$ cat config.mk
export PLATFORM = sky130hd
export DESIGN_NAME = pwmgen
export DESIGN_NICKNAME = d
export VERILOG_FILES = /design/src/rtl/pwmgen_pkg.sv /design/src/rtl/pwmgen_ctrl.sv /design/src/rtl/pwmgen_dp.sv /design/src/rtl/pwmgen.sv
export SDC_FILE = /design/constraint.sdc
export NUM_CORES = 1
export LEC_CHECK = 0
export BUFFER_PORTS_ARGS = -buffer_cell sky130_fd_sc_hd__buf_2
export CAP_MARGIN = 20
export CORE_MARGIN = 2
export CORE_UTILIZATION = 50
export CTS_CLUSTER_SIZE = 16
export DETAILED_ROUTE_END_ITERATION = 12
export GPL_ROUTABILITY_DRIVEN = 0
export PLACE_DENSITY_LB_ADDON = 0.25
export SLEW_MARGIN = 10
export SYNTH_ARGS = -nofsm -noshare
export SYNTH_HDL_FRONTEND = slang
export SYNTH_SLANG_ARGS = --single-unit
export TNS_END_PERCENT = 1
$ cat constraint.sdc
create_clock -name clk -period 3.05 [get_ports clk]
set_input_delay 0 -clock clk [delete_from_list [all_inputs] [get_ports clk]]
set_output_delay 0 -clock clk [all_outputs]
set_load 0.02 [all_outputs]
$ cat src/rtl/pwmgen_pkg.sv
package pwmgen_pkg;

  // Strobes from control to datapath, valid for one cycle each
  typedef struct packed {
    logic running;   // generation active (running or stop pending)
    logic tick;      // counter step enable
    logic start;     // load words directly and restart the counter
    logic capture;   // capture words into the shadow bank
    logic halt;      // period end reached while a stop is pending
  } pwmStrobes_t;

endpackage

$ cat src/rtl/pwmgen_ctrl.sv
module pwmgen_ctrl
  import pwmgen_pkg::*;
#(
  parameter int PRE_W = 3
) (
  input  logic             clk,
  input  logic             rstN,
  input  logic [PRE_W-1:0] prescale,
  input  logic             playReq,
  input  logic             stopReq,
  input  logic             periodEnd,
  output pwmStrobes_t      strobes,
  output logic             stopped
);

  localparam int DIV_W = (1 << PRE_W) - 1;
  localparam logic [DIV_W-1:0] DIV_ONE = 1;

  typedef enum logic [1:0] {ST_IDLE, ST_RUN, ST_STOPPING} ctrlState_t;

  ctrlState_t state;
  logic [DIV_W-1:0] divCnt;
  logic [DIV_W-1:0] divMask;

  assign divMask = ~({DIV_W{1'b1}} << prescale);

  always_comb begin
    strobes.running = (state != ST_IDLE);
    strobes.tick    = strobes.running && ((divCnt & divMask) == divMask);
    strobes.start   = (state == ST_IDLE) && playReq;
    strobes.capture = (state == ST_RUN) && playReq && !stopReq;
    strobes.halt    = (state == ST_STOPPING) && strobes.tick && periodEnd;
  end

  assign stopped = (state == ST_IDLE);

  always_ff @(posedge clk) begin
    if (!rstN) begin
      state  <= ST_IDLE;
      divCnt <= '0;
    end else begin
      if (strobes.start) divCnt <= '0;
      else if (strobes.running) divCnt <= divCnt + DIV_ONE;

      unique case (state)
        ST_IDLE:     if (playReq) state <= ST_RUN;
        ST_RUN:      if (stopReq) state <= ST_STOPPING;
        ST_STOPPING: if (strobes.halt) state <= ST_IDLE;
        default:     state <= ST_IDLE;
      endcase
    end
  end

  // With a divider above 1, two step enables never come back to back
  assert_prescale_gap_R5: assert property (@(posedge clk) disable iff (!rstN)
    (strobes.tick && prescale != '0 && $stable(prescale)) |=> !strobes.tick);

  // The stopped flag only rises after a period-end step
  assert_halt_at_end_R10: assert property (@(posedge clk) disable iff (!rstN)
    $rose(stopped) |-> $past(periodEnd && strobes.tick));

  // A playback during a pending stop never restarts generation
  assert_stopping_ignores_play_R11: assert property (@(posedge clk) disable iff (!rstN)
    (state == ST_STOPPING && playReq) |=> (state != ST_RUN));

endmodule

$ cat src/rtl/pwmgen_dp.sv
module pwmgen_dp
  import pwmgen_pkg::*;
#(
  parameter int NCH   = 4,
  parameter int CNT_W = 15
) (
  input  logic                       clk,
  input  logic                       rstN,
  input  logic                       centerMode,
  input  logic [CNT_W-1:0]           countTop,
  input  logic [NCH*(CNT_W+1)-1:0]   chanWords,
  input  pwmStrobes_t                strobes,
  output logic                       periodEnd,
  output logic [NCH-1:0]             pwmOut
);

  localparam int WORD_W = CNT_W + 1;
  localparam logic [CNT_W-1:0] ONE = 1;
  localparam logic [WORD_W-1:0] RESET_WORD = {1'b1, {CNT_W{1'b0}}};

  logic [CNT_W-1:0] cnt;
  logic             dirDown;
  logic             pendValid;
  logic             boundary;
  logic             applyNow;

  assign periodEnd = centerMode ? (dirDown && cnt <= ONE) : (cnt >= countTop);
  assign boundary  = strobes.tick && periodEnd;
  assign applyNow  = boundary && (strobes.capture || pendValid);

  // Shared counter: wrap in edge mode, turn around in center mode
  always_ff @(posedge clk) begin
    if (!rstN) begin
      cnt       <= '0;
      dirDown   <= 1'b0;
      pendValid <= 1'b0;
    end else if (strobes.start) begin
      cnt       <= '0;
      dirDown   <= 1'b0;
      pendValid <= 1'b0;
    end else begin
      if (strobes.halt) begin
        cnt     <= '0;
        dirDown <= 1'b0;
      end else if (strobes.tick) begin
        if (!centerMode) begin
          cnt <= (cnt >= countTop) ? '0 : cnt + ONE;
        end else if (!dirDown) begin
          if (cnt >= countTop) begin
            dirDown <= 1'b1;
            cnt     <= (countTop == '0) ? '0 : countTop - ONE;
          end else begin
            cnt <= cnt + ONE;
          end
        end else if (cnt <= ONE) begin
          dirDown <= 1'b0;
          cnt     <= '0;
        end else begin
          cnt <= cnt - ONE;
        end
      end

      if (applyNow) pendValid <= 1'b0;
      else if (strobes.capture) pendValid <= 1'b1;
    end
  end

  for (genvar g = 0; g < NCH; g++) begin : g_chan
    logic [WORD_W-1:0] actWord;
    logic [WORD_W-1:0] shadowWord;
    logic [WORD_W-1:0] inWord;
    logic [CNT_W-1:0]  cmp;
    logic              pol;
    logic              active;

    assign inWord = chanWords[g*WORD_W +: WORD_W];
    assign cmp    = actWord[CNT_W-1:0];
    assign pol    = actWord[CNT_W];
    assign active = (cmp != '0) && ((cmp >= countTop) || (cnt < cmp));
    assign pwmOut[g] = strobes.running ? (pol ? active : !active) : !pol;

    always_ff @(posedge clk) begin
      if (!rstN) begin
        actWord    <= RESET_WORD;
        shadowWord <= RESET_WORD;
      end else if (strobes.start) begin
        actWord <= inWord;
      end else if (applyNow) begin
        actWord <= strobes.capture ? inWord : shadowWord;
      end else if (strobes.capture) begin
        shadowWord <= inWord;
      end
    end

    assert_zero_duty_R3: assert property (@(posedge clk) disable iff (!rstN)
      (cmp == '0) |-> (pwmOut[g] == !pol));

    assert_full_duty_R4: assert property (@(posedge clk) disable iff (!rstN)
      (strobes.running && cmp != '0 && cmp >= countTop) |-> (pwmOut[g] == pol));

    assert_idle_level_R12: assert property (@(posedge clk) disable iff (!rstN)
      (!strobes.running) |-> (pwmOut[g] != actWord[CNT_W]));
  end

  assert_idle_counter_R1: assert property (@(posedge clk) disable iff (!rstN)
    (!strobes.running) |-> (cnt == '0 && !dirDown));

  assert_center_turn_R7: assert property (@(posedge clk) disable iff (!rstN)
    (strobes.tick && centerMode && dirDown && cnt > ONE) |=> (cnt == $past(cnt) - ONE));

endmodule

$ cat src/rtl/pwmgen.sv
module pwmgen
  import pwmgen_pkg::*;
#(
  parameter int NCH   = 4,
  parameter int CNT_W = 15,
  parameter int PRE_W = 3
) (
  input  logic                     clk,
  input  logic                     rstN,
  input  logic [PRE_W-1:0]         prescale,
  input  logic                     centerMode,
  input  logic [CNT_W-1:0]         countTop,
  input  logic [NCH*(CNT_W+1)-1:0] chanWords,
  input  logic                     playReq,
  input  logic                     stopReq,
  output logic [NCH-1:0]           pwmOut,
  output logic                     stopped
);

  pwmStrobes_t strobes;
  logic        periodEnd;

  pwmgen_ctrl #(.PRE_W(PRE_W)) u_ctrl (
    .clk       (clk),
    .rstN      (rstN),
    .prescale  (prescale),
    .playReq   (playReq),
    .stopReq   (stopReq),
    .periodEnd (periodEnd),
    .strobes   (strobes),
    .stopped   (stopped)
  );

  pwmgen_dp #(.NCH(NCH), .CNT_W(CNT_W)) u_dp (
    .clk        (clk),
    .rstN       (rstN),
    .centerMode (centerMode),
    .countTop   (countTop),
    .chanWords  (chanWords),
    .strobes    (strobes),
    .periodEnd  (periodEnd),
    .pwmOut     (pwmOut)
  );

endmodule

# Word level (Yosys, flattened, before mapping)
# Cells that the tools add are included.
[totals]
output_inout_bits = 5
in_bits = 87
wordCells = 114
reg_bits = 154
[op_classes]
magnitude_cmp = 10
add_sub_neg = 4
eq_ne = 6
mux = 34
bitwise_logic = 5
shifts = 1
n_reduce_logical = 41
[ops]
columns = ["op", "n"]
rows = [
  ["2-to-1 mux 16 bit", 12],
  ["2-to-1 mux 15 bit", 6],
  ["greater-or-equal comparator 15 bit", 5],
  ["less-than comparator 15 bit", 4],
  ["nonzero test 15 bit", 4],
  ["subtractor 15 x 1 -> 15 bit (second input constant)", 2],
  ["adder 15 x 1 -> 15 bit (second input constant)", 1],
  ["<= comparator 15 x 1 -> 1 bit (second input constant)", 1],
  ["logical NOT 15 bit", 1],
  ["logical AND 1 bit", 13],
  ["2-to-1 mux 1 bit", 12],
  ["logical NOT 1 bit", 9],
  ["adder 7 x 1 -> 7 bit (second input constant)", 1],
  ["AND 7 bit", 1],
  ["== test 7 bit", 1],
  ["inverter 7 bit", 1],
  ["left shift 7 x 3 -> 7 bit (first input constant)", 1],
  ["2-to-1 mux 2 bit", 3],
  ["!= test 2 bit (second input constant)", 3],
  ["case mux 2 bit (3 select lines)", 1],
  ["OR reduction 3 bit", 2],
  ["logical OR 1 bit", 5],
  ["AND reduction 2 bit", 2],
  ["nonzero test 2 bit", 2],
  ["6 further kinds", 8],
]

# Longest topological paths before layout
# Gate-level depths: netlist of run 1.
[depth]
depth_word = 9
ltp_mapped = 12
depth_no_buf = 9

# By module
# From an unflattened synthesis of run 1, not the netlist that was laid out.
[unflattened]
cells_unflattened = 1330
hier_area_um2 = 11267.1
[by_module_without_submodules]
columns = ["mod", "area_per_inst_um2", "seq_area_each_um2", "instances", "cells_each"]
rows = [
  ["pwmgen_dp", 10787.8, 2902.8, 1, 1273],
  ["pwmgen_ctrl", 479.2, 180.2, 1, 57],
]

# Least setup slack after synthesis of run 1
# Ideal clock, no wire load.
[synth_timing]
kind = "register to register"
from = "register u_dp.cnt[0]"
to = "register u_dp.g_chan[0].shadowWord[15]"
n_path_buf = 3
synth_period_minus_slack_ns = 2.690
slack_ns = 0.360
required_time_ns = 2.920
arrival_time_ns = 2.560
path_stages_with_launch = 13
setup_time_ns = 0.130
path_cell_list = "dfxtp_1 clkbuf_1 inv_1 ha_1 nand2b_1 a211o_1 a211oi_1 o21a_1 o311a_1 buf_4 buf_6 mux2i_1 nand2_1"
[synth_between]
elab_chain_len = 7
elab_cells_between_ends = 8
cone_classes = "order compare: 2; mux: 1; bitwise: 1; reduce/logical: 4"
[synth_rtl]
columns = ["item", "line", "source"]
rows = [
  ["start: declaration", "pwmgen_dp.sv:21", "logic [CNT_W-1:0] cnt;"],
  ["start signal: assignment", "pwmgen_dp.sv:47", "cnt <= (cnt >= countTop) ? '0 : cnt + ONE;"],
  ["start signal: assignment", "pwmgen_dp.sv:51", "cnt <= (countTop == '0) ? '0 : countTop - ONE;"],
  ["start signal: assignment", "pwmgen_dp.sv:53", "cnt <= cnt + ONE;"],
  ["<= comparator 15 x 1 -> 1 bit", "pwmgen_dp.sv:27", "assign periodEnd = centerMode ? (dirDown && cnt <= ONE) : (cnt >= countTop);"],
  ["logical AND 1 bit", "pwmgen_dp.sv:27", ""],
  ["2-to-1 mux 1 bit *", "pwmgen_dp.sv:27", ""],
  ["logical AND 1 bit *", "pwmgen_dp.sv:28", "assign boundary = strobes.tick && periodEnd;"],
  ["logical AND 1 bit *", "pwmgen_dp.sv:29", "assign applyNow = boundary && (strobes.capture || pendValid);"],
  ["inverter 1 bit (no source line) *", "--", ""],
  ["AND reduction 2 bit (no source line) *", "--", ""],
  ["end signal: assignment", "pwmgen_dp.sv:91", "shadowWord <= inWord;"],
  ["end: declaration", "pwmgen_dp.sv:70", "logic [WORD_W-1:0] shadowWord;"],
]
# Mark *: on every way between the ends. The rest lies on a longest branch, timed or not.
# A chain may end at the register's enable or synchronous reset.

# Final worst setup path of run 1
[layout_timing]
from = "register u_dp.cnt[6]"
to = "output port pwmOut[0]"
[layout_between]
elab_chain_len = 6
[layout_rtl]
columns = ["item", "line", "source"]
rows = [
  ["less-than comparator 15 bit *", "pwmgen_dp.sv:79", "assign active = (cmp != '0) && ((cmp >= countTop) || (cnt < cmp));"],
  ["logical OR 1 bit *", "pwmgen_dp.sv:79", ""],
  ["logical AND 1 bit *", "pwmgen_dp.sv:79", ""],
  ["logical NOT 1 bit", "pwmgen_dp.sv:80", "assign pwmOut[g] = strobes.running ? (pol ? active : !active) : !pol;"],
  ["2-to-1 mux 1 bit * (2 in series)", "pwmgen_dp.sv:80", ""],
  ["end: declaration", "pwmgen.sv:16", "output logic [NCH-1:0] pwmOut,"],
]
# Marked as above.

==> results of run 1 <==
metrics by stage:
step / cells / worst slack (ns) / utilization / instance area (um^2)
after CTS: 1664 / 0.1618 / 0.6160 / 12950
after detailed placement: 1565 / 0.2604 / 0.5564 / 11700
after global placement: 1565 / 0.2629 / 0.5564 / 11700
after global routing: 1664 / 0.05257 / 0.6160 / 12950
after floorplan: 1202 / 0.3601 / - / 10710
final: 1664 / 0.1484 / 0.6160 / 12950
per-layer routing:
layer,vias to the layer above,track usage
li1,4728,-
met1,4527,0.3577
met2,294,0.4164
met3,61,0.04848
met4,0,0.09811
met5,-,0
Yosys cell counts (all sizes together), types with 21 or more instances:
master,number,share of area
dfxtp,154,0.29
ha,137,0.16
nand2,129,0.045
mux2i,125,0.12
inv,87,0.031
nor2b,69,0.040
o211a,60,0.056
o21ai,40,0.019
a21oi,38,0.018
nor2,35,0.012
buf,32,0.021
nand3,26,0.013
xnor2,26,0.021
clkbuf,25,0.0088
nor3,25,0.013
nor4,21,0.012
layout make-up:
cell class	count	area share
Tap cell	275	0.02657
Timing Repair Buffer	212	0.1243
Clock inverter	11	0.008600
Multi-Input combinational cell	904	0.5409
Sequential cell	154	0.2381
Clock buffer	21	0.03633
Inverter	87	0.02522
cells by family after synthesis:
kind of cell / share of synthesized area
and+or+nand+nor: 0.1724
xor gates and xnor gates: 0.02864
buffers and inverters: 0.06054
muxes: 0.1169
adders and majority gates: 0.1601
AOI/OAI and AO/OA: 0.1734
DFF: 0.2880
cell usage in the layout (no fill, tap or decap), types with 26 or more instances in the layout:
| cell | count |
|---|---|
| dlygate4sd3_1 | 67 |
| inv_1 | 87 |
| nor2b_1 | 69 |
| ha_1 | 137 |
| o21ai_0 | 39 |
| nand2_1 | 129 |
| xnor2_1 | 26 |
| o211a_1 | 60 |
| dfxtp_1 | 154 |
| nor2_1 | 34 |
| mux2i_1 | 125 |
| a21oi_1 | 38 |
| buf_2 | 90 |
| buf_4 | 49 |
registers in the layout, summed over array words and instances (netlist names):
register / flops
u_ctrl.divCnt: 7
u_dp.g_chan.shadowWord: 64
u_ctrl.state: 2
u_dp.g_chan.actWord: 64
u_dp.dirDown: 1
u_dp.pendValid: 1
u_dp.cnt: 15
what timing repair did:
item                                    in CTS  in global routing
endpoints found under the setup margin       0                  0
hold buffers                                67                  0
buffers inserted                             0                  0
hold endpoints to repair                   130                  0
resized for setup                            0                  0
report_power, final:
group	internal (W)	switching, W
sequential	0.00212	0.000118
clock	0.00120	0.000909
combinational	0.000532	0.000589
total	0.00385	0.00162
how the worst min path moves through the flow:
stage	from	end
finish	rstN	u_dp.g_chan[3].shadowWord[15]
global route	rstN	u_dp.g_chan[3].shadowWord[15]
CTS	rstN	u_dp.g_chan[3].shadowWord[15]
detailed placement	chanWords[15]	u_dp.g_chan[0].shadowWord[15]
global placement	chanWords[63]	u_dp.g_chan[3].shadowWord[15]
floorplan	chanWords[15]	u_dp.g_chan[0].shadowWord[15]
==> summary.txt, run 1 <==
===========================================================================================
Register Area ................................................................    3083 um^2
Routed wire length on met3 ...................................................      1947 um
IO Count .....................................................................           92
Width of the die .............................................................     150.3 um
Number of vias after detailed routing ........................................         9610
DRC errors left ..............................................................            0
First-pass GRT wire length ...................................................     46980 um
Number of failing hold endpoints at the final stage ..........................            0
Worst-case clock buffer depth ................................................            2
Final global-route overflow total ............................................            0
Kind of end point of the critical path .......................................   output pin
Slew @ Worst Pin .............................................................    0.7876 ns
Type of the worst setup path .................................................      reg2out
DRT Wirelength ...............................................................     28850 um
Die H ........................................................................     150.3 um
Worst reg2reg path depth .....................................................           10
Top routing layer used .......................................................         met4
Starting density of the core .................................................       0.5093
Buf+Inv Stages, Crit Path ....................................................            2
Met1 Wirelength ..............................................................     13290 um
Number of design-rule violations left by the first detailed-router iteration .          780
Total of endpoints with negative setup slack in the final report .............            0
Synthesized netlist net count ................................................         1426
Fmax achieved ................................................................   0.3446 GHz
Sequential cell area fraction in the yosys report ............................       0.2880
Post-synthesis cell count ....................................................         1202
Final HPWL DP ................................................................     20310 um
Crit-path slowest cell .......................................................      o31ai_1
Multi-input combinational cell area ..........................................    7004 um^2
Gate family responsible for the most delay along the worst path .............. compound AO/OA/AOI/OAI gates
Flip-flop cell with the highest count after synthesis ........................      dfxtp_1
Peak supply drop .............................................................  0.0003870 V
Power after layout ...........................................................   0.005464 W
Layout overhead on the synthesized area ......................................       20.96%
Filler cell count ............................................................         1785
Register-to-register setup slack .............................................      0.20 ns
Final cycle utilization of the critical path .................................       0.9513
Worst slack on hold paths ....................................................   0.02657 ns
Clock tree from TritonCTS ....................................................          yes
Clock latency reported for the late side of the worst-skew pair ..............      0.43 ns
CP Data Arrival Time .........................................................      2.90 ns
Hold path cells ..............................................................            2
Slowest cell delay on critical path ..........................................      0.56 ns
Antenna violations before repair .............................................            0
Wire length per cell after detailed routing ..................................     17.34 um
Flip-flop and latch count after synthesis ....................................          154
Number of clock sinks seen by CTS ............................................          154
Antenna Nets Post-Route ......................................................            0
Placeable core region ........................................................   21020 um^2
NumNets Final ................................................................         1600
Clock period minus worst slack ...............................................     2.902 ns
Netlist area before placement ................................................   10710 um^2
Class of the tightest hold or removal check ..................................       in2reg
Launch point of the critical path ............................................  u_dp.cnt[6]
Ratio of routed vias to standard cells .......................................        5.775
Root buffer selected by CTS ..................................................    clkbuf_16
Cell row count ...............................................................           53
Die ar. ......................................................................   22600 um^2
Worst Setup EP ...............................................................    pwmOut[0]
Overall routing resource usage ...............................................       0.2634
Worst-path clk slew ..........................................................      0.07 ns
Ratio of cells with drive above 1 in the final layout ........................       0.1339
Number of cells on the critical path .........................................            8
Startpoint types .............................................................    flip-flop
Relative max-transition margin ...............................................       0.4701
Maximum number of pins on one net before global-route repair .................          121
Share of async-settable or async-resettable flops after synthesis ............            0
Total Negative Setup Slacks ..................................................         0 ns
Largest fanout of any net on the critical path ...............................           11
Power density relative to cell area .......................................... 422.0 nW/um^2
Antenna Cells ................................................................            0
Yosys warning count ..........................................................            0
RR Startpoint ................................................................  u_dp.cnt[0]
Max Clock Skew ...............................................................   0.01101 ns
Run status ................................................................... finished, final reports clean
Number of port buffers .......................................................           91
Reported leakage power .......................................................     6.229 nW
Number of global-route vias before repair ....................................         9263
Synthesized area per cell ....................................................   8.906 um^2
Deepest level of the CTS H-tree ..............................................            4
Number of unique standard cell types used by synthesis .......................           62
Setup repair after global routing missed its margin ..........................        false
Count of flip-flops with a built-in enable after synthesis ...................            0
Total iterations of the first detailed-routing run ...........................            5
Number of buffers created by CTS .............................................           17
Max-Cap Viols ................................................................            0
Critical path, cell by cell .................................................. buf_4 > ha_1 > nor4_1 > a2111oi_0 > a21oi_1 > o31ai_1 > xor2_1 > buf_2
Worst r2r dst ................................................................ u_dp.g_chan[3].actWord[9]
Data required time at the worst endpoint .....................................      3.05 ns
Length of routed met2 wiring .................................................     12710 um
Count of final max-slew check failures .......................................            0
===========================================================================================
Note: power is estimated with default switching activity, not from simulation.
==> run 2: changes to the inputs <==
--- a/config.mk
+++ b/config.mk
@@ -13,6 +13,7 @@
 export DETAILED_ROUTE_END_ITERATION = 12
 export GPL_ROUTABILITY_DRIVEN = 0
 export PLACE_DENSITY_LB_ADDON = 0.25
+export REMOVE_ABC_BUFFERS = 1
 export SLEW_MARGIN = 10
 export SYNTH_ARGS = -nofsm -noshare
 export SYNTH_HDL_FRONTEND = slang
==> run 2 against run 1 <==
  * Via count down 1.5%
  * Final cell count down 0.48%
  * First-iteration DRC count down 26%
  * Sequential share of layout area about the same
  * Critical path depth unchanged
  * Combinational power about the same
  * Critical path type is now reg2reg
  * Critical endpoint is now u_dp.cnt[2]
==> summary.txt, run 2 (synthesized netlist as in run 1, its figures left out) <==
===========================================================================================
Number of design-rule violations left by the first detailed-router iteration .          579
Final cycle utilization of the critical path .................................       0.9293
Area of all placed cells without fillers .....................................   12960 um^2
Post-place setup slack .......................................................    0.3328 ns
Ratio of routed vias to standard cells .......................................        5.716
Overall routing resource usage ...............................................       0.2505
Crit-path slowest cell .......................................................       nor2_1
Largest registers in the final layout ........................................ u_dp.g_chan.actWord: 64 flops, u_dp.g_chan.shadowWord: 64 flops, u_dp.cnt: 15 flops
Die H ........................................................................     150.3 um
Kind of end point of the critical path .......................................    flip-flop
DRC errors left ..............................................................            0
First-pass GRT wire length ...................................................     44700 um
Clock tree from TritonCTS ....................................................          yes
Critical path, cell by cell .................................................. ha_1 > and2_0 > a221o_1 > a2111oi_0 > o21ai_0 > nor2_1 > a32oi_1 > a31oi_1
IO Count .....................................................................           92
Number of clock sinks seen by CTS ............................................          154
Hold path cells ..............................................................            2
Data required time at the worst endpoint .....................................      3.40 ns
Startpoint types .............................................................    flip-flop
Reported leakage power .......................................................     6.230 nW
Type of the worst setup path .................................................      reg2reg
Class of the tightest hold or removal check ..................................       in2reg
Clock latency reported for the late side of the worst-skew pair ..............      0.43 ns
Antenna Nets Post-Route ......................................................            0
Number of port buffers .......................................................           91
Area of placed instances .....................................................   11630 um^2
DRT Wirelength ...............................................................     27890 um
Layout overhead on the synthesized area ......................................       21.11%
Total iterations of the first detailed-routing run ...........................            4
Slew @ Worst Pin .............................................................    0.8742 ns
Clock period minus worst slack ...............................................     2.834 ns
Filler cell count ............................................................         1837
Wire length per cell after detailed routing ..................................     16.84 um
Placeable core region ........................................................   21020 um^2
Worst-path clk slew ..........................................................      0.06 ns
Worst r2r dst ................................................................  u_dp.cnt[2]
Worst reg2reg path depth .....................................................            8
Final global-route overflow total ............................................            0
Most frequent standard cell in the layout excluding fill and tap cells .......      dfxtp_1
Register-to-register setup slack .............................................      0.22 ns
Worst-case clock buffer depth ................................................            2
Max Clock Skew ...............................................................  0.007041 ns
Most used cells in the layout excluding fill and tap cells ................... 153 x dfxtp_1, 137 x ha_1, 129 x nand2_1, 125 x mux2i_1, 90 x buf_2
RR Startpoint ................................................................ u_dp.cnt[10]
Gate family responsible for the most delay along the worst path .............. compound AO/OA/AOI/OAI gates
Antenna violations before repair .............................................            0
Setup slack after layout .....................................................    0.2155 ns
Number of vias after detailed routing ........................................         9466
Width of the die .............................................................     150.3 um
Ratio of cells with drive above 1 in the final layout ........................       0.1303
Final HPWL DP ................................................................     20330 um
Max-Cap Viols ................................................................            0
Antenna Cells ................................................................            0
Number of failing hold endpoints at the final stage ..........................            0
Peak supply drop .............................................................  0.0003213 V
Number of buffers created by CTS .............................................           17
Starting density of the core .................................................       0.5093
Count of final max-slew check failures .......................................            0
Run status ................................................................... finished, final reports clean
Destination of the worst hold path ........................................... u_dp.g_chan[1].shadowWord[15]
Relative max-transition margin ...............................................       0.4118
Deepest level of the CTS H-tree ..............................................            4
Slowest cell delay on critical path ..........................................      0.58 ns
Fmax achieved ................................................................   0.3528 GHz
Cell row count ...............................................................           53
Maximum number of pins on one net before global-route repair .................           75
CP Data Arrival Time .........................................................      3.19 ns
Root buffer selected by CTS ..................................................    clkbuf_16
Power density relative to cell area .......................................... 441.8 nW/um^2
Hold path start ..............................................................         rstN
Setup repair after global routing missed its margin ..........................        false
Buf+Inv Stages, Crit Path ....................................................            0
Largest fanout of any net on the critical path ...............................           10
Die ar. ......................................................................   22600 um^2
Total of endpoints with negative setup slack in the final report .............            0
Number of global-route vias before repair ....................................         9109
NumNets Final ................................................................         1592
===========================================================================================
## run 2: repair_timing
item	in CTS	in global routing
resized for setup	0	2
setup buffers	0	0
hold buffers	67	0
hold endpoints to repair	131	0
setup endpoints to repair	0	2
## run 2: report_power, final
group | leakage (nW) | total (W) | switching [W] | internal [W]
Sequential | 1.26 | 0.00224 | 0.000120 | 0.00212
Clock | 0.320 | 0.00236 | 0.000873 | 0.00149
Combinational | 4.65 | 0.00113 | 0.000602 | 0.000526
## run 2: final cells by class
type                            instances  area [um^2]  area share
Clock buffer                           20        456.7     0.03522
Clock inverter                         12        195.2     0.01506
Inverter                               87        326.6     0.02519
Multi-Input combinational cell        904         7009      0.5406
Sequential cell                       154         3084      0.2379
Tap cell                              275        344.1     0.02654
Timing Repair Buffer                  204         1549      0.1195
## run 2: metal layers
layer / track usage / part of all wire
met5: 0 / 0
met2: 0.4145 / 0.46
met3: 0.04394 / 0.048
met1: 0.3159 / 0.46
met4: 0.1184 / 0.040
## run 2: worst register-to-register path, stage by stage (launching register included)
cell       delay, ns
dfxtp_1         0.38
ha_1            0.26
and2_0          0.18
a221o_1         0.32
a2111oi_0       0.44
o21ai_0         0.21
nor2_1          0.58
a32oi_1         0.20
a31oi_1         0.19
## run 2: worst max-delay path by stage
stage	slack [ns]	depth (start not counted)	endpoint	from
final	0.22	8	u_dp.cnt[2]	u_dp.cnt[10]
after CTS	0.11	8	pwmOut[0]	u_dp.cnt[11]
after floorplan	-2.38	6	u_dp.g_chan[0].actWord[0]	u_ctrl.state[0]
after detailed placement	0.33	10	u_dp.cnt[11]	u_dp.cnt[0]
after global routing	0.03	8	u_dp.cnt[2]	u_dp.cnt[8]
after global placement	0.37	10	u_dp.g_chan[3].shadowWord[15]	u_dp.cnt[0]
## run 2: stage by stage
stage / util / setup TNS (ns) / power, W / hold WS (ns) / cells
floorplan: - / -254.19 / 0.002974 / 0.06194 / 1145
detailed placement: 0.5532 / 0 / 0.003326 / 0.2610 / 1556
global route: 0.6167 / 0 / 0.005996 / 0.03277 / 1656
CTS: 0.6161 / 0 / 0.005765 / 0.0005158 / 1655
finish: 0.6167 / 0 / 0.005729 / 0.008788 / 1656
global placement: 0.5532 / 0 / 0.003303 / 0.2552 / 1556
==> run 3: changes to the inputs <==
--- a/config.mk
+++ b/config.mk
@@ -7,8 +7,10 @@
 export LEC_CHECK = 0
 export BUFFER_PORTS_ARGS = -buffer_cell sky130_fd_sc_hd__buf_2
 export CAP_MARGIN = 20
+export CELL_PAD_IN_SITES_DETAIL_PLACEMENT = 0
+export CELL_PAD_IN_SITES_GLOBAL_PLACEMENT = 1
 export CORE_MARGIN = 2
-export CORE_UTILIZATION = 50
+export CORE_UTILIZATION = 47
 export CTS_CLUSTER_SIZE = 16
 export DETAILED_ROUTE_END_ITERATION = 12
 export GPL_ROUTABILITY_DRIVEN = 0
==> run 3 against run 2 <==
  * Worst setup slack got worse by 0.0083 ns
  * Via count fell by 0.52%
  * Sequential share of layout area barely moved
  * Final cell count rose by 0.60%
  * Power rose by 0.29%
  * Hold slack improved by 0.035 ns
  * Critical path depth rose by 1
  * Global-route usage fell by 0.39 points
  * Combinational power barely moved
  * First-iteration DRC count rose by 12%
==> summary.txt, run 3 (synthesized netlist as in run 1, its figures left out) <==
===========================================================================================
Ratio of cells with drive above 1 in the final layout ........................       0.1274
Number of global-route vias before repair ....................................         8892
Placeable core region ........................................................   22500 um^2
Slowest cell delay on critical path ..........................................      0.49 ns
Register Area ................................................................    3083 um^2
Root buffer selected by CTS ..................................................    clkbuf_16
First-pass GRT wire length ...................................................     46970 um
Wire length per cell after detailed routing ..................................     17.40 um
Most frequent standard cell in the layout excluding fill and tap cells .......      dfxtp_1
Clock latency reported for the late side of the worst-skew pair ..............      0.44 ns
Number of port buffers .......................................................           91
Fmax achieved ................................................................   0.3518 GHz
GR Util met2 .................................................................       0.4076
Startpoint types .............................................................    flip-flop
Layout overhead on the synthesized area ......................................       21.04%
Peak supply drop .............................................................  0.0002870 V
Run status ................................................................... finished, final reports clean
Data required time at the worst endpoint .....................................      3.05 ns
Total Negative Setup Slacks ..................................................         0 ns
Largest registers in the final layout ........................................ u_dp.g_chan.actWord: 64 flops, u_dp.g_chan.shadowWord: 64 flops, u_dp.cnt: 15 flops
DRT Wirelength ...............................................................     28980 um
Kind of end point of the critical path .......................................   output pin
Most used cells in the layout excluding fill and tap cells ................... 154 x dfxtp_1, 137 x ha_1, 129 x nand2_1, 125 x mux2i_1, 90 x buf_2
Critical path, cell by cell .................................................. buf_4 > ha_1 > a21oi_1 > o21ai_0 > a2111oi_1 > a21oi_1 > o2bb2ai_1 > xnor2_1 > buf_2
Busiest layer in global routing ..............................................         met2
Worst r2r dst ................................................................ u_dp.cnt[11]
Total iterations of the first detailed-routing run ...........................            6
Number of placed cells counting well taps ....................................         1567
Cell row count ...............................................................           55
Number of clock sinks seen by CTS ............................................          154
Critical path's most frequent cell ...........................................      a21oi_1
Worst reg2reg path depth .....................................................            9
Deepest level of the CTS H-tree ..............................................            4
Number of design-rule violations left by the first detailed-router iteration .          646
Maximum number of pins on one net before global-route repair .................           90
Reported leakage power .......................................................     6.213 nW
Overall routing resource usage ...............................................       0.2466
Max-Cap Viols ................................................................            0
Worst-path clk slew ..........................................................      0.06 ns
Gate family responsible for the most delay along the worst path .............. compound AO/OA/AOI/OAI gates
Final HPWL DP ................................................................     20940 um
Buf+Inv Stages, Crit Path ....................................................            2
Number of buffers created by CTS .............................................           17
Register-to-register setup slack .............................................      0.26 ns
Power density relative to cell area .......................................... 443.4 nW/um^2
Post-route non-filler standard cell count ....................................         1666
Max Clock Skew ...............................................................   0.01325 ns
Slew @ Worst Pin .............................................................    0.8377 ns
Number of vias after detailed routing ........................................         9417
Die H ........................................................................     154.9 um
Crit-path slowest cell .......................................................      dfxtp_1
Clock period minus worst slack ...............................................     2.843 ns
Clock tree from TritonCTS ....................................................          yes
Met3 usage ...................................................................      0.03677
Relative max-transition margin ...............................................       0.4372
Width of the die .............................................................     154.9 um
Antenna violations before repair .............................................            0
Filler cell count ............................................................         2052
IO Count .....................................................................           92
Antenna Cells ................................................................            0
Launch point of the critical path ............................................ u_dp.cnt[12]
Largest fanout of any net on the critical path ...............................            9
Class of the tightest hold or removal check ..................................       in2reg
Type of the worst setup path .................................................      reg2out
Setup repair after global routing missed its margin ..........................        false
Worst Setup EP ...............................................................    pwmOut[1]
NumNets Final ................................................................         1592
CP Data Arrival Time .........................................................      2.84 ns
Worst-case clock buffer depth ................................................            2
Final global-route overflow total ............................................            0
DRC errors left ..............................................................            0
Antenna Nets Post-Route ......................................................            0
Die ar. ......................................................................   24000 um^2
Starting density of the core .................................................       0.4757
Count of final max-slew check failures .......................................            0
Met1 track demand over resource ..............................................       0.3370
Number of cells on the critical path .........................................            9
Total of endpoints with negative setup slack in the final report .............            0
Final cycle utilization of the critical path .................................       0.9321
Number of failing hold endpoints at the final stage ..........................            0
Multi-input combinational cell area ..........................................    7012 um^2
RR Startpoint ................................................................  u_dp.cnt[7]
Ratio of routed vias to standard cells .......................................        5.652
===========================================================================================
## run 3: worst min-delay path, cell delays in order
cell and delay [ns]:
buf_2 0.16, xor2_1 0.09, nand3_1 0.09, a31oi_1 0.08
## run 3: final cells by class
| class | instances | share of cell area |
|---|---|---|
| Sequential cell | 154 | 0.2379 |
| Multi-Input combinational cell | 904 | 0.5411 |
| Inverter | 87 | 0.02520 |
| Timing Repair Buffer | 204 | 0.1186 |
| Clock inverter | 10 | 0.01458 |
| Clock buffer | 22 | 0.03505 |
| Tap cell | 285 | 0.02752 |
## run 3: how the worst min path moves through the flow
stage / start / end / slack, ns / cells past startpoint
3_5_place_dp: chanWords[47] / u_dp.g_chan[2].shadowWord[15] / 0.26 / 3
3_3_place_gp: chanWords[15] / u_dp.g_chan[0].shadowWord[15] / 0.26 / 3
6_report: countTop[2] / u_dp.cnt[2] / 0.04 / 4
4_1_cts: countTop[2] / u_dp.cnt[2] / 0.03 / 4
2_1_floorplan: rstN / u_dp.g_chan[0].shadowWord[15] / 0.06 / 1
5_1_grt: countTop[2] / u_dp.cnt[2] / 0.04 / 4
## run 3: where the power goes
group          switching, W  internal [W]  total [W]
Clock              0.000900       0.00148    0.00238
Combinational      0.000603      0.000524    0.00113
Sequential         0.000121       0.00212    0.00224
## run 3: through the flow
step / total power (W) / hold WS (ns) / util / instance area (um^2) / setup slack (ns)
after floorplan: 0.002974 / 0.06194 / - / 10380 / -2.383
after global placement: 0.003308 / 0.2566 / 0.5171 / 11640 / 0.3255
after detailed placement: 0.003332 / 0.2579 / 0.5171 / 11640 / 0.2784
after CTS: 0.005776 / 0.02951 / 0.5755 / 12950 / 0.1669
after global routing: 0.006019 / 0.03839 / 0.5758 / 12960 / 0.02522
final: 0.005745 / 0.04338 / 0.5758 / 12960 / 0.2072
## run 3: what timing repair did
| item | in CTS | in global routing |
|---|---|---|
| hold buffers | 67 | 0 |
| endpoints found under the setup margin | 0 | 2 |
| hold endpoints to repair | 130 | 0 |
| setup buffers | 0 | 0 |
| resized for setup | 0 | 3 |
## run 3: per-layer routing
| metal | vias up | part of all wire |
|---|---|---|
| met5 | - | 0 |
| met2 | 245 | 0.46 |
| li1 | 4706 | - |
| met4 | 0 | 0.018 |
| met3 | 38 | 0.046 |
| met1 | 4428 | 0.48 |
